--- config.mk ---
export PLATFORM = sky130hd
export DESIGN_NAME = toggle_poll
export DESIGN_NICKNAME = d
export VERILOG_FILES = /design/src/rtl/toggle_poll.sv
export SDC_FILE = /design/constraint.sdc
export NUM_CORES = 1
export LEC_CHECK = 0
export ABC_AREA = 1
export CAP_MARGIN = 0
export CORE_MARGIN = 2
export CORE_UTILIZATION = 45
export DETAILED_ROUTE_END_ITERATION = 12
export PLACE_DENSITY_LB_ADDON = 0.1
export RECOVER_POWER = 25
export SETUP_SLACK_MARGIN = 0.2
export SLEW_MARGIN = 15
export SYNTH_ARGS = -nofsm -noshare
export SYNTH_HDL_FRONTEND = slang
export SYNTH_SLANG_ARGS = --single-unit
--- constraint.sdc ---
create_clock -name clk -period 3.1 [get_ports clk]
set_input_delay 0.62 -clock clk [delete_from_list [all_inputs] [get_ports clk]]
set_output_delay 0.62 -clock clk [all_outputs]
set_load 0.02 [all_outputs]
--- src/rtl/toggle_poll.sv ---
module toggle_poll #(
  parameter int DW = 16,
  parameter int CW = 8
) (
  input  logic          clk,
  input  logic          rst_n,
  input  logic          start,
  input  logic          abort,
  input  logic [CW-1:0] max_pairs,
  output logic          bus_req,
  output logic          bus_we,
  output logic [DW-1:0] bus_wdata,
  input  logic          bus_ack,
  input  logic [DW-1:0] bus_rdata,
  output logic          done,
  output logic          fail,
  output logic          busy
);
  localparam int TGL = 6;
  localparam int TMO = 5;
  localparam logic [DW-1:0] RST_CMD = DW'(8'hF0);

  typedef enum logic [2:0] {
    S_IDLE, S_RD1, S_RD2, S_RC1, S_RC2, S_RST, S_DONE, S_FAIL
  } st_t;

  st_t           st;
  logic          first_tgl;
  logic [CW-1:0] pairs;

  wire toggled  = bus_rdata[TGL] ^ first_tgl;
  wire at_limit = ({1'b0, pairs} + (CW+1)'(1)) >= {1'b0, max_pairs};
  wire unused_rd = ^{bus_rdata[DW-1:7], bus_rdata[4:0]};

  always_ff @(posedge clk) begin
    if (!rst_n) begin
      st        <= S_IDLE;
      first_tgl <= 1'b0;
      pairs     <= '0;
    end else if (abort) begin
      st <= S_IDLE;
    end else begin
      case (st)
        S_IDLE, S_DONE, S_FAIL:
          if (start) begin
            st    <= S_RD1;
            pairs <= '0;
          end
        S_RD1:
          if (bus_ack) begin
            first_tgl <= bus_rdata[TGL];
            st        <= S_RD2;
          end
        S_RD2:
          if (bus_ack) begin
            if (!toggled)            st <= S_DONE;
            else if (bus_rdata[TMO]) st <= S_RC1;
            else if (at_limit)       st <= S_RST;
            else begin
              pairs <= pairs + 1'b1;
              st    <= S_RD1;
            end
          end
        S_RC1:
          if (bus_ack) begin
            first_tgl <= bus_rdata[TGL];
            st        <= S_RC2;
          end
        S_RC2:
          if (bus_ack) st <= toggled ? S_RST : S_DONE;
        S_RST:
          if (bus_ack) st <= S_FAIL;
        default: st <= S_IDLE;
      endcase
    end
  end

  assign bus_req   = st inside {S_RD1, S_RD2, S_RC1, S_RC2, S_RST};
  assign bus_we    = (st == S_RST);
  assign bus_wdata = bus_we ? RST_CMD : '0;
  assign busy      = bus_req;
  assign done      = (st == S_DONE);
  assign fail      = (st == S_FAIL);
endmodule

==> results of run 1 <==
[how the worst min path moves through the flow]
stage	from	endpoint	slack, ns	depth (start not counted)
finish	pairs[3]	pairs[3]	0.49	2
global route	pairs[7]	pairs[7]	0.53	2
CTS	pairs[1]	pairs[1]	0.50	2
detailed placement	pairs[3]	pairs[3]	0.48	2
global placement	pairs[3]	pairs[3]	0.47	2
floorplan	pairs[3]	pairs[3]	0.45	2
[cell families (layout without fill, tap and decap cells)]
family,count (synthesis),after routing,share of synthesized area
xor gates and xnor gates,4,4,0.0309
other,1,12,0.00330
DFF,12,12,0.212
buffers and inverters,47,56,0.212
and+or+nand+nor,76,76,0.290
AOI/OAI and AO/OA,24,24,0.131
adders and majority gates,11,11,0.121
[sequential cells by signal, indices dropped and copies added (netlist names)]
name and count:
st 3, pairs 8, first_tgl 1
[metal layers]
metal,vias to the layer above,track usage
met5,-,0
met4,0,0.0750
met3,4,0.0164
met2,21,0.341
met1,484,0.185
li1,580,-
[power breakdown]
group | leakage, nW | internal [mW] | switching [mW]
logic | 0.544 | 0.0279 | 0.0426
clock network | 0.0138 | 0.0449 | 0.0530
registers | 0.0968 | 0.155 | 0.00215
total | 0.655 | 0.228 | 0.0977
[per-stage QoR]
step	worst slack (ns)	instance area, um^2	hold slack (ns)
after CTS	0.572	1340	0.497
final	0.590	1340	0.492
after detailed placement	0.429	1320	0.485
after floorplan	0.996	1180	0.455
after global placement	0.500	1320	0.469
after global routing	0.322	1340	0.530
[cell usage after synthesis (2+ instances only)]
master   count  share of area
o21ai_0      2         0.0088
nand4_1      5          0.028
a21oi_1     14          0.062
ha_1        11           0.12
nor2_1      13          0.043
nand3_1     11          0.049
dfxtp_1     12           0.21
inv_1       24          0.079
buf_4       17           0.11
xor2_1       4          0.031
nand2_1     44           0.15
a31oi_1      2          0.011
inv_2        6          0.020
[worst reg2reg max path: cells and delay by family, from the launching register on]
kind                     cells  cell delay, ns
AND/OR/NAND/NOR             10            1.16
adder cells (fa/ha/maj)      2            0.49
flip-flops                   1            0.41
XOR/XNOR                     1            0.24
AO/OA/AOI/OAI                1            0.06
buffers and inverters        1            0.03
[final cells by class]
type                            count  area [um^2]  share of cell area
Tap cell                           30         37.5              0.0280
Timing Repair Buffer               23          230               0.172
Multi-Input combinational cell    127          696               0.520
Inverter                           30          113              0.0841
Clock buffer                        3         22.5              0.0168
Sequential cell                    12          240               0.179
==> flow_metrics.env, run 1 <==
export IMPL_status="finished clean"
export IMPL_worstSetupPathDepth=3
export IMPL_crit_end="bus_wdata[6]"
export IMPL_dr_first_iter_drc_count=17
export IMPL_die_w_um=54.2
export IMPL_worstHoldPathType="flop to flop"
export IMPL_dr_max_layer_used="met4"
export IMPL_utilization=0.550
export IMPL_final_common_cell="nand2_1"
export IMPL_start_util=0.467
export IMPL_leakagePower_nw=0.655
export IMPL_postCtsSetupBuffers=0
export IMPL_row_count=18
export IMPL_gp_congestion=0.853
export IMPL_slew_violations=0
export IMPL_antenna_cells=0
export IMPL_pwr_density_cell_mw_per_mm2=243
export IMPL_antenna_found_initial=0
export IMPL_min_period_over_period=0.810
export IMPL_htree_levels=1
export IMPL_die_h_um=54.2
export IMPL_timing_final_hold_violations=0
export IMPL_ir_drop_mv=0.183
export IMPL_ctsRootBufferMaster="clkbuf_4"
export IMPL_ys_flop_type="dfxtp_1"
export IMPL_ctsResizeCount=0
export IMPL_drive_above_1_share=0.0615
export IMPL_ys_ff_latch=12
export IMPL_fin_worst_skew_ns=0.00102
export IMPL_cp_arrival_ns=1.89
export IMPL_maxCapViolCount=0
export IMPL_drt_wl_total_um=2270
export IMPL_postSynthCellCount=175
export IMPL_place_inst=222
export IMPL_synth_edff_count=0
export IMPL_holdBufCountCts=0
export IMPL_ys_seq_area_frac=0.212
export IMPL_ys_async_sr_fraction=0
export IMPL_grt_util_all_layers=0.174
export IMPL_startpoint_type="flop"
export IMPL_timing_rr_end="pairs[5]"
export IMPL_grt_pass1_wl_um=3820
export IMPL_netlist_area_mm2=0.00113
export IMPL_cts_max_path_buffers=2
export IMPL_fin_crit_ns=2.51
export IMPL_cts_sinks=12
export IMPL_finalSetupViolCount=0
export IMPL_ys_types=23
export IMPL_r2r_start="pairs[0]"
export IMPL_dr_pass1_iters=4
export IMPL_path_buf_inv=2
export IMPL_grt_pass1_vias=981
export IMPL_route_vias_total=1089
export IMPL_fin_cells=225
export IMPL_overflow=0
export IMPL_end_kind="output port"
export IMPL_dp_hpwl_um=1890
export IMPL_cp_startpoint="st[2]"
export IMPL_syn_avg_cell_area_um2=6.48
export IMPL_timing_fmax_mhz=398
export IMPL_vias_per_cell=4.84
export IMPL_critPathRequiredTime_ns=2.48
export IMPL_reg2reg_depth=15
export IMPL_cts_buffers=3
export IMPL_crit_path_max_incr_delay_ns=0.67
export IMPL_rrSetupSlack_ns=0.61
export IMPL_post_drt_wl_per_cell_um=10.1
export IMPL_worstSetupPathType="flop to output port"
export IMPL_ios=50
export IMPL_clock_latency_ns=0.27
export IMPL_clk_pin_slew_ns=0.08
export IMPL_fillers=257
export IMPL_crit_chain="inv_2 -> nor2_1 -> clkdlybuf4s50_1"
export IMPL_coreArea_mm2=0.00243
export IMPL_tritoncts="done"
export IMPL_drtAntennaViolNets=0
export IMPL_total_power_uw=326
export IMPL_syn2layout_area_growth_pct=18.0
export IMPL_ys_warn_count=0
export IMPL_grt_max_degree=10
export IMPL_met3_length_um=89
export IMPL_rsz0062_at_grt="false"
export IMPL_met1_length_um=971
export IMPL_cp_slowest_cell="clkdlybuf4s50_1"
export IMPL_setup_tns_ns=0
export IMPL_layout_common_cells="nand2_1 (44), inv_1 (24), clkdlybuf4s50_1 (19)"
export IMPL_port_buffer_count=23
export IMPL_drcViolationCount=0
export IMPL_crit_fanout=8
export IMPL_crit_family="buffers and inverters"
export IMPL_die_area_mm2=0.00294
export IMPL_fin_nets=237
export IMPL_wl_met2_um=1180
(Power assumes the default switching activity.)
==> run 2, diff against run 1 <==
--- a/config.mk
+++ b/config.mk
@@ -7,8 +7,9 @@
 export LEC_CHECK = 0
 export ABC_AREA = 1
 export CAP_MARGIN = 0
+export CORE_ASPECT_RATIO = 2
 export CORE_MARGIN = 2
-export CORE_UTILIZATION = 45
+export CORE_UTILIZATION = 38
 export DETAILED_ROUTE_END_ITERATION = 12
 export PLACE_DENSITY_LB_ADDON = 0.1
 export RECOVER_POWER = 25
==> constraint.sdc (replaced) <==
create_clock -name clk -period 2.2 [get_ports clk]
set_input_delay 0.44 -clock clk [delete_from_list [all_inputs] [get_ports clk]]
set_output_delay 0.44 -clock clk [all_outputs]
set_load 0.02 [all_outputs]
==> run 2 against run 1 <==
Compared with the run above: critical path type is now flop to flop; clock skew is 0.0024 ns higher; largest cell class unchanged; register-to-register slack got worse by 0.50 ns; highest routed layer unchanged; worst hold slack better by 0.0030 ns.
==> flow_metrics.env, run 2 (synthesis gave the netlist of run 1 again) <==
export IMPL_htree_levels=1
export IMPL_post_place_ws_ns=-0.0965
export IMPL_max_flop_register="pairs"
export IMPL_clock_power_share=0.427
export IMPL_timing_fmax_mhz=478
export IMPL_grt_util_all_layers=0.161
export IMPL_tightest_slew_ns=0.541
export IMPL_cts_buffers=3
export IMPL_drt_wl_total_um=2650
export IMPL_min_period_over_period=0.951
export IMPL_post_drt_wl_per_cell_um=11.1
export IMPL_pwr_density_cell_mw_per_mm2=357
export IMPL_startpoint_type="flop"
export IMPL_dr_first_iter_drc_count=19
export IMPL_drcViolationCount=0
export IMPL_cts_sinks=12
export IMPL_switchingPower_uw=153
export IMPL_crit_fanout=8
export IMPL_tritoncts="done"
export IMPL_ctsRootBufferMaster="clkbuf_8"
export IMPL_largest_register_ff_count=8
export IMPL_antenna_cells=0
export IMPL_timing_final_hold_violations=0
export IMPL_holdBufCountCts=0
export IMPL_cts_max_path_buffers=2
export IMPL_syn2layout_area_growth_pct=40.6
export IMPL_drtAntennaViolNets=0
export IMPL_leakagePower_nw=0.785
export IMPL_dr_pass1_iters=4
export IMPL_grt_max_degree=10
export IMPL_maxCapViolCount=0
export IMPL_ios=50
export IMPL_grt_pass1_wl_um=4220
export IMPL_vias_per_cell=4.83
export IMPL_worstHoldPathType="flop to flop"
export IMPL_port_buffer_count=23
export IMPL_fin_crit_ns=2.09
export IMPL_coreArea_mm2=0.00291
export IMPL_antenna_found_initial=0
export IMPL_gp_congestion=0.745
export IMPL_dp_hpwl_um=2120
export IMPL_die_w_um=42.6
export IMPL_r2r_start="pairs[0]"
export IMPL_fin_worst_skew_ns=0.00342
export IMPL_cp_startpoint="pairs[0]"
export IMPL_overflow=0
export IMPL_final_common_cell="nand2_1"
export IMPL_drive_above_1_share=0.245
export IMPL_layout_common_cells="nand2_1 (38), inv_1 (24), clkdlybuf4s50_1 (15)"
export IMPL_finalSetupViolCount=0
export IMPL_rsz0062_at_grt="true"
export IMPL_p_sw_frac=0.268
export IMPL_p_int_uw=417
export IMPL_die_h_um=81.3
export IMPL_comb_power_share=0.187
export IMPL_route_vias_total=1149
export IMPL_row_count=28
export IMPL_end_kind="flop"
export IMPL_grt_pass1_vias=1049
export IMPL_cp_arrival_ns=2.27
export IMPL_reg_top3="pairs (8), st (3), first_tgl (1)"
export IMPL_clock_latency_ns=0.24
export IMPL_fin_ws_ns=0.109
export IMPL_slew_violations=0
export IMPL_die_area_mm2=0.00347
export IMPL_fin_nets=249
export IMPL_status="finished clean"
export IMPL_critPathRequiredTime_ns=2.38
export IMPL_clk_pin_slew_ns=0.05
export IMPL_setup_tns_ns=0
export IMPL_power_frac_seq=0.386
export IMPL_fillers=309
export IMPL_worstSetupPathType="flop to flop"
export IMPL_min_from="pairs[5]"
export IMPL_relSlewSlack=0.638
export IMPL_start_util=0.390
export IMPL_total_power_uw=569
export IMPL_utilization=0.549
export IMPL_ir_drop_mv=0.323
==> run 2: power by group through the flow <==
stage	sequential, mW	clock [mW]	combinational, mW
floorplan	0.226	0	0.0795
global placement	0.227	0	0.104
detailed placement	0.227	0	0.104
CTS	0.221	0.248	0.104
global route	0.220	0.259	0.117
finish	0.220	0.243	0.107
==> run 2: repair_timing <==
item	CTS	global route
gates cloned	1	0
gates resized for setup	21	19
buffers inserted	2	0
pin swaps	10	7
endpoints found under the setup margin	16	11
==> run 2: layer usage <==
| layer | routed length, um | vias to the layer above | share of wire | GRT usage |
|---|---|---|---|---|
| met5 | 0 | - | 0 | 0 |
| met4 | 77 | 0 | 0.029 | 0.0750 |
| met3 | 72 | 7 | 0.027 | 0.0133 |
| met2 | 1630 | 23 | 0.62 | 0.341 |
| met1 | 868 | 520 | 0.33 | 0.142 |
| li1 | - | 599 | - | - |
==> run 2: path summary, 6_finish.rpt <==
| path | endpoint | slack [ns] | cells after the start |
|---|---|---|---|
| max | pairs[7] | 0.11 | 16 |
| min | pairs[5] | 0.50 | 2 |
| max reg2reg | pairs[7] | 0.11 | 16 |
| min reg2reg | pairs[5] | 0.50 | 2 |
==> run 2: critical path, stage by stage (launching register included) <==
cell	delay, ns
dfxtp_4	0.37
ha_4	0.15
nand3_4	0.09
xor2_2	0.16
ha_1	0.32
nand2_2	0.06
nor2_1	0.09
nand2_1	0.06
nand3_2	0.06
nand2_1	0.05
nand2_1	0.07
nand2_2	0.06
nand2_4	0.11
nand2_8	0.09
nand2_8	0.09
nand2_1	0.08
a21oi_2	0.11
==> run 2: area by class of cell <==
class / count / area [um^2] / share of cell area
Tap cell: 30 / 37.5 / 0.0235
Multi-Input combinational cell: 128 / 838 / 0.525
Clock buffer: 4 / 55.1 / 0.0345
Timing Repair Buffer: 34 / 300 / 0.188
Sequential cell: 12 / 251 / 0.158
Inverter: 30 / 113 / 0.0706
==> run 2: metrics by stage <==
stage	cells	hold slack, ns	area (um^2)
2_1_floorplan	186	0.453	1190
3_3_place_gp	231	0.474	1400
3_5_place_dp	231	0.482	1400
4_1_cts	238	0.498	1530
5_1_grt	238	0.517	1600
6_report	238	0.495	1600
